`config.mk`:
```
export PLATFORM = sky130hd
export DESIGN_NAME = dual_mask_intc
export DESIGN_NICKNAME = d
export VERILOG_FILES = /design/src/rtl/dual_mask_intc.sv
export SDC_FILE = /design/constraint.sdc
export NUM_CORES = 1
export LEC_CHECK = 0
export BUFFER_PORTS_ARGS = -buffer_cell sky130_fd_sc_hd__buf_2
export CORE_ASPECT_RATIO = 1.75
export CORE_MARGIN = 2
export CORE_UTILIZATION = 54
export CTS_CLUSTER_DIAMETER = 100
export DETAILED_ROUTE_END_ITERATION = 10
export PLACE_DENSITY = 0.87
export SLEW_MARGIN = 40
export SYNTH_ARGS = -nofsm -noshare
export SYNTH_HDL_FRONTEND = slang
export SYNTH_SLANG_ARGS = --single-unit
```
`constraint.sdc`:
```
create_clock -name clk -period 1.5 [get_ports clk]
set_input_delay 0.15 -clock clk [delete_from_list [all_inputs] [get_ports clk]]
set_output_delay 0.15 -clock clk [all_outputs]
set_load 0.05 [all_outputs]
```
`src/rtl/dual_mask_intc.sv`:
```
module dual_mask_intc #(
  parameter int LINES  = 32,
  parameter int ADDR_W = 4
) (
  input  logic              clk,
  input  logic              rst_n,
  input  logic [LINES-1:0]  lines_i,
  input  logic [ADDR_W-1:0] addr_i,
  input  logic              wr_en_i,
  input  logic [LINES-1:0]  wr_data_i,
  output logic [LINES-1:0]  rd_data_o,
  output logic              irq_o,
  output logic              fiq_o
);
  localparam logic [ADDR_W-1:0] A_N_STAT = ADDR_W'(0);
  localparam logic [ADDR_W-1:0] A_N_RAW  = ADDR_W'(1);
  localparam logic [ADDR_W-1:0] A_N_SET  = ADDR_W'(2);
  localparam logic [ADDR_W-1:0] A_N_CLR  = ADDR_W'(3);
  localparam logic [ADDR_W-1:0] A_SW_SET = ADDR_W'(4);
  localparam logic [ADDR_W-1:0] A_SW_CLR = ADDR_W'(5);
  localparam logic [ADDR_W-1:0] A_F_STAT = ADDR_W'(8);
  localparam logic [ADDR_W-1:0] A_F_RAW  = ADDR_W'(9);
  localparam logic [ADDR_W-1:0] A_F_SET  = ADDR_W'(10);
  localparam logic [ADDR_W-1:0] A_F_CLR  = ADDR_W'(11);

  logic [LINES-1:0] lines_q, n_mask, f_mask, raw;
  logic             sw_q;

  assign raw = {lines_q[LINES-1:1], lines_q[0] | sw_q};

  always_ff @(posedge clk or negedge rst_n) begin
    if (!rst_n) begin
      lines_q <= '0;
      n_mask  <= '0;
      f_mask  <= '0;
      sw_q    <= 1'b0;
      irq_o   <= 1'b0;
      fiq_o   <= 1'b0;
    end else begin
      lines_q <= lines_i;
      irq_o   <= |(raw & n_mask);
      fiq_o   <= |(raw & f_mask);
      if (wr_en_i) begin
        case (addr_i)
          A_N_SET:  n_mask <= n_mask | wr_data_i;
          A_N_CLR:  n_mask <= n_mask & ~wr_data_i;
          A_F_SET:  f_mask <= f_mask | wr_data_i;
          A_F_CLR:  f_mask <= f_mask & ~wr_data_i;
          A_SW_SET: if (wr_data_i[0]) sw_q <= 1'b1;
          A_SW_CLR: if (wr_data_i[0]) sw_q <= 1'b0;
          default: ;
        endcase
      end
    end
  end

  always_comb begin
    case (addr_i)
      A_N_STAT: rd_data_o = raw & n_mask;
      A_N_RAW:  rd_data_o = raw;
      A_N_SET:  rd_data_o = n_mask;
      A_SW_SET: rd_data_o = {{(LINES-1){1'b0}}, raw[0]};
      A_F_STAT: rd_data_o = raw & f_mask;
      A_F_RAW:  rd_data_o = raw;
      A_F_SET:  rd_data_o = f_mask;
      default:  rd_data_o = '0;
    endcase
  end


  n_masked_quiet_chk: assert property (@(posedge clk) disable iff (!rst_n)
    ($past(n_mask) == '0) |-> !irq_o);

  f_masked_quiet_chk: assert property (@(posedge clk) disable iff (!rst_n)
    ($past(f_mask) == '0) |-> !fiq_o);

  n_set_chk: assert property (@(posedge clk) disable iff (!rst_n)
    (wr_en_i && addr_i == A_N_SET) |=> ((n_mask & $past(wr_data_i)) == $past(wr_data_i)));

  f_clr_chk: assert property (@(posedge clk) disable iff (!rst_n)
    (wr_en_i && addr_i == A_F_CLR) |=> ((f_mask & $past(wr_data_i)) == '0));

  sw_set_chk: assert property (@(posedge clk) disable iff (!rst_n)
    (wr_en_i && addr_i == A_SW_SET && wr_data_i[0]) |=> raw[0]);

  stat_wr_ignored_chk: assert property (@(posedge clk) disable iff (!rst_n)
    (wr_en_i && (addr_i == A_N_STAT || addr_i == A_F_RAW))
      |=> ($stable(n_mask) && $stable(f_mask) && $stable(sw_q)));
endmodule

```
== Yosys cells after proc, flatten, opt, wreduce, memory -nomap -nowiden ==
Index checks and enable logic that the tools add are counted.
Widths: inputs -> output; s select.

* Register bits after elaboration: 99
* Bits of input ports: 71
* Output and inout bits: 34
* Logic and storage cells: 41

* Equality and inequality tests: 11
* Muxes and demuxes: 6
* Bitwise gates (word level): 8
* Reductions and logical operators: 10

{| class="wikitable"
|+ Operators by type and width
! operator !! count
|-
| $pmux 32 s6 || 1
|-
| $and 32x32->32 || 4
|-
| $pmux 32 s2 || 2
|-
| $or 32x32->32 || 2
|-
| $reduce_or 32->1 || 2
|-
| $not 32->32 || 1
|-
| $eq 4x4->1 const B || 4
|-
| $eq 4x2->1 const B || 2
|-
| $eq 4x3->1 const B || 2
|-
| $reduce_bool 2->1 || 3
|-
| $eq 4x1->1 const B || 1
|-
| $logic_not 4->1 || 1
|-
| $ne 2x2->1 const B || 2
|-
| $reduce_and 2->1 || 2
|-
| $reduce_and 4->1 || 1
|-
| $mux 1 || 2
|-
| $pmux 1 s2 || 1
|-
| $reduce_or 2->1 || 1
|-
| $or 1x1->1 || 1
|}

== Logic depth before layout (Yosys ltp) ==
* Depth in word-level cells: 3
* Mapped depth: 7
* Gate-level depth less buffers: 4

== Least setup slack after synthesis ==
No wires, ideal clock.

* Path type: input to output
* Start point: in addr_i[2]
* End point: out rd_data_o[21]
* Arrival time: 2063 ps
* Required time: 1350 ps
* Setup slack: -713 ps
* Stages: 5
* Buffers on the path: 2
* Path through: buf_4 > and4bb_1 > clkbuf_1 > a21oi_1 > o21ai_0

* Cells in the longest elaborated chain, start to end: 3
* Elaborated cells between the ends (all ways): 9
* Those cells by class: eq/ne (6); mux (1); reduce/logical (2)

{| class="wikitable"
|+ RTL lines
! what !! line !! source
|-
| from (decl) || 8 || <nowiki>input logic [ADDR_W-1:0] addr_i,</nowiki>
|-
| $eq 4x4->1 or $eq 4x1->1 (tied branches) || 58 || <nowiki>case (addr_i)</nowiki>
|-
| $reduce_or 2->1 (no line) || - ||
|-
| $pmux 32 s6 * || 58 ||
|-
| to (decl) || 11 || <nowiki>output logic [LINES-1:0] rd_data_o,</nowiki>
|}

Mark *: on every way between the ends. The rest lies on a longest branch, timed or not.

==> run summary <==
status - complete, but fails checks
failing checks - negative setup slack
VDD IR max - 1.29 mV
fin area - 7620 um2
placed cells - 698
Site Rows - 45
#FFs+latches synth - 99
Post-synth EDFFs - 0
Worst-Skew Late Latency - 0.36 ns
pre-CTS setup slack - -0.270 ns
Core Area - 8610 um2
detailed placement HPWL - 10100 um
full die area - 9570 um2
Ys Warns - 0
largest net degree at the start of global routing - 65
Arrival @ worst endpoint - 1.79 ns
root buf cell - clkbuf_16
Async SR Flop Fraction - 1.00
first-pass GRT wire length - 29400 um
antenna viol nets, final - 0
Port-buffer cells - 104
RR Endpoint - fiq_o
Clock transition at path regs - 0.07 ns
share of layout cells above drive strength 1 - 0.453
Fin. Hold Viols - 0
final net count - 745
TritonCTS clock tree - yes
CP max-delay cell - a222oi_1
crit-path max FO - 2
Final period util - 1.29
Netlist cell types - 31
Most used DFF post-synth - dfrtp_1
worst slew pin tran - 0.572 ns
antenna violations before repair - 3
CTS Buf Count - 9
H-tree levels - 3
fin. max-slew vios - 0
fmax - 0.516 GHz
Worst Reg2Reg Path Length in Cells - 6
r2r setup slk - -0.30 ns
drt total wl - 23900 um
critical path class - reg2out
area leader, netlist - dfrtp_1
met2 wire len - 10800 um
post-synth top area share - 0.523
Hold Path Class - in2reg
Synth Area per Inst - 10.3 um2
reg2reg start - sw_q
post-synthesis instance total - 459
worst-case clock buffer depth - 2
vias per cell - 7.54
DR top layer - met5
CP required - 1.35 ns
Crit. End Element - output pin
CP Capture Point - rd_data_o[17]
GPL Wtd Cong - 0.882
gr usage total - 0.414
I/O pin cnt - 105
chip width - 74.8 um
via count - 6013
final cell count without fillers - 797
router iterations before antenna repair - 11
max_slew headroom - 0.617
Sink Count - 99
setup ws final - -0.437 ns
Initial Utilization - 0.550
final setup fails - 35
vias in the first global route - 5670
Pwr Density - 1190 nW/um2
Routed WL per cell - 30.0 um
most numerous cell in the Yosys netlist - dfrtp_1
remaining global-route overflow - 0
Syn Nets - 530
synthesized area - 4740 um2
P_leak - 3.44 nW
met3 WL - 3400 um
DR DRC count - 0
post-synthesis sequential area ratio - 0.523
CP max stage delay - 0.44 ns
top post-synthesis cells by count - dfrtp_1, a21oi_1, a31oi_1, a22oi_1, inv_1
Critical Path Start Type - flip-flop
CP Cell Sequence - a221o_1, a222oi_1, inv_2, buf_6
Setup Skew - 0.0171 ns
synth-to-layout area growth - 60.6%
fin crit period - 1.94 ns
Die H - 128 um
Max-cap violations - 0
RSZ-0062 raised after global routing - yes
met1 wire length - 6810 um
placed cell area - 5950 um2
starting DRC count in detailed routing - 1396
top cells by area, synth - dfrtp_1, a21oi_1, a31oi_1
-- per-stage QoR --
| step | hold WS [ns] | TNS [ns] | utilization | total power [W] |
|---|---|---|---|---|
| floorplan | -0.146 | -0.204 | - | 0.00472 |
| global placement | 0.136 | -5.54 | 0.691 | 0.00544 |
| detailed placement | 0.141 | -7.60 | 0.691 | 0.00556 |
| CTS | 0.0195 | -5.35 | 0.845 | 0.00828 |
| global route | 0.0251 | -9.90 | 0.884 | 0.00927 |
| finish | 0.0233 | -8.64 | 0.884 | 0.00905 |
-- area by class of cell --
class / count / area [um2]
clock buffers: 13 / 240
clock inverters: 2 / 37.5
well taps: 117 / 146
fillers: 318 / 998
multi-input cells: 290 / 2370
diodes: 2 / 5.00
repair buffers: 243 / 2220
inverters: 31 / 116
flip-flops and latches: 99 / 2480
-- cells by family (layout without fill, tap and decap cells) --
logic type | after synthesis | count (layout) | synth area share
other | 0 | 2 | 0
buffers and inverters | 70 | 289 | 0.0713
and+or+nand+nor | 28 | 28 | 0.0475
DFF | 99 | 99 | 0.523
AOI/OAI and AO/OA | 262 | 262 | 0.359
-- worst max-delay path, delay by kind of cell, from the launching register on --
| kind | cells | cell delay (ns) |
|---|---|---|
| buffers and inverters | 2 | 0.23 |
| AOI/OAI and AO/OA | 2 | 0.79 |
| DFF | 1 | 0.41 |
-- worst min path at each step --
stage,start,to,slack (ns),cells past startpoint
finish,wr_data_i[17],flip-flop,0.02,2
global route,wr_data_i[14],flip-flop,0.03,2
CTS,wr_data_i[29],flip-flop,0.02,2
detailed placement,rst_n,async pin,0.14,2
global placement,rst_n,async pin,0.14,2
floorplan,rst_n,async pin,-0.15,0
-- cell usage in the layout, fill, tap and decap left out, types with 2 or more instances in the layout --
| cell type | Yosys | routed |
|---|---|---|
| nor4_2 | 0 | 2 |
| inv_2 | 0 | 13 |
| a21oi_1 | 84 | 73 |
| nor4_4 | 1 | 2 |
| buf_6 | 5 | 42 |
| o21ai_2 | 0 | 2 |
| diode_2 | 0 | 2 |
| a21oi_2 | 0 | 9 |
| nor4b_4 | 1 | 2 |
| dfrtp_2 | 0 | 2 |
| a22oi_2 | 0 | 28 |
| a22oi_1 | 45 | 17 |
| buf_4 | 5 | 74 |
| clkbuf_1 | 9 | 4 |
| buf_2 | 15 | 67 |
| a21o_1 | 18 | 18 |
| nand4_1 | 6 | 6 |
| clkbuf_16 | 0 | 13 |
| dfrtp_1 | 99 | 97 |
| o21ai_4 | 0 | 16 |
| a21oi_4 | 0 | 2 |
| nand2_1 | 4 | 3 |
| a221o_1 | 14 | 14 |
| buf_8 | 0 | 9 |
| buf_12 | 0 | 13 |
| inv_1 | 31 | 18 |
| dlygate4sd3_1 | 0 | 33 |
| o21ai_0 | 7 | 2 |
| a31oi_1 | 65 | 65 |
| a222oi_1 | 16 | 16 |
-- power breakdown --
part / switching, W / internal, W
registers: 0.000535 / 0.00312
clock network: 0.00104 / 0.00129
logic: 0.00171 / 0.00135
-- layer usage --
layer  up-vias  track usage
li1       2251            -
met2       691        0.635
met4         2        0.326
met3       315        0.105
met1      2754        0.478
met5         -            0
-- repair_timing --
action / in CTS / in global routing
setup endpoints to repair: 33 / 34
hold buffers: 33 / 0
gates cloned: 2 / 4
buffers inserted: 30 / 24
pin swaps: 35 / 46
endpoints found under the hold margin: 131 / 0
gates resized for setup: 116 / 48
Note: power is estimated with default switching activity, not from simulation.
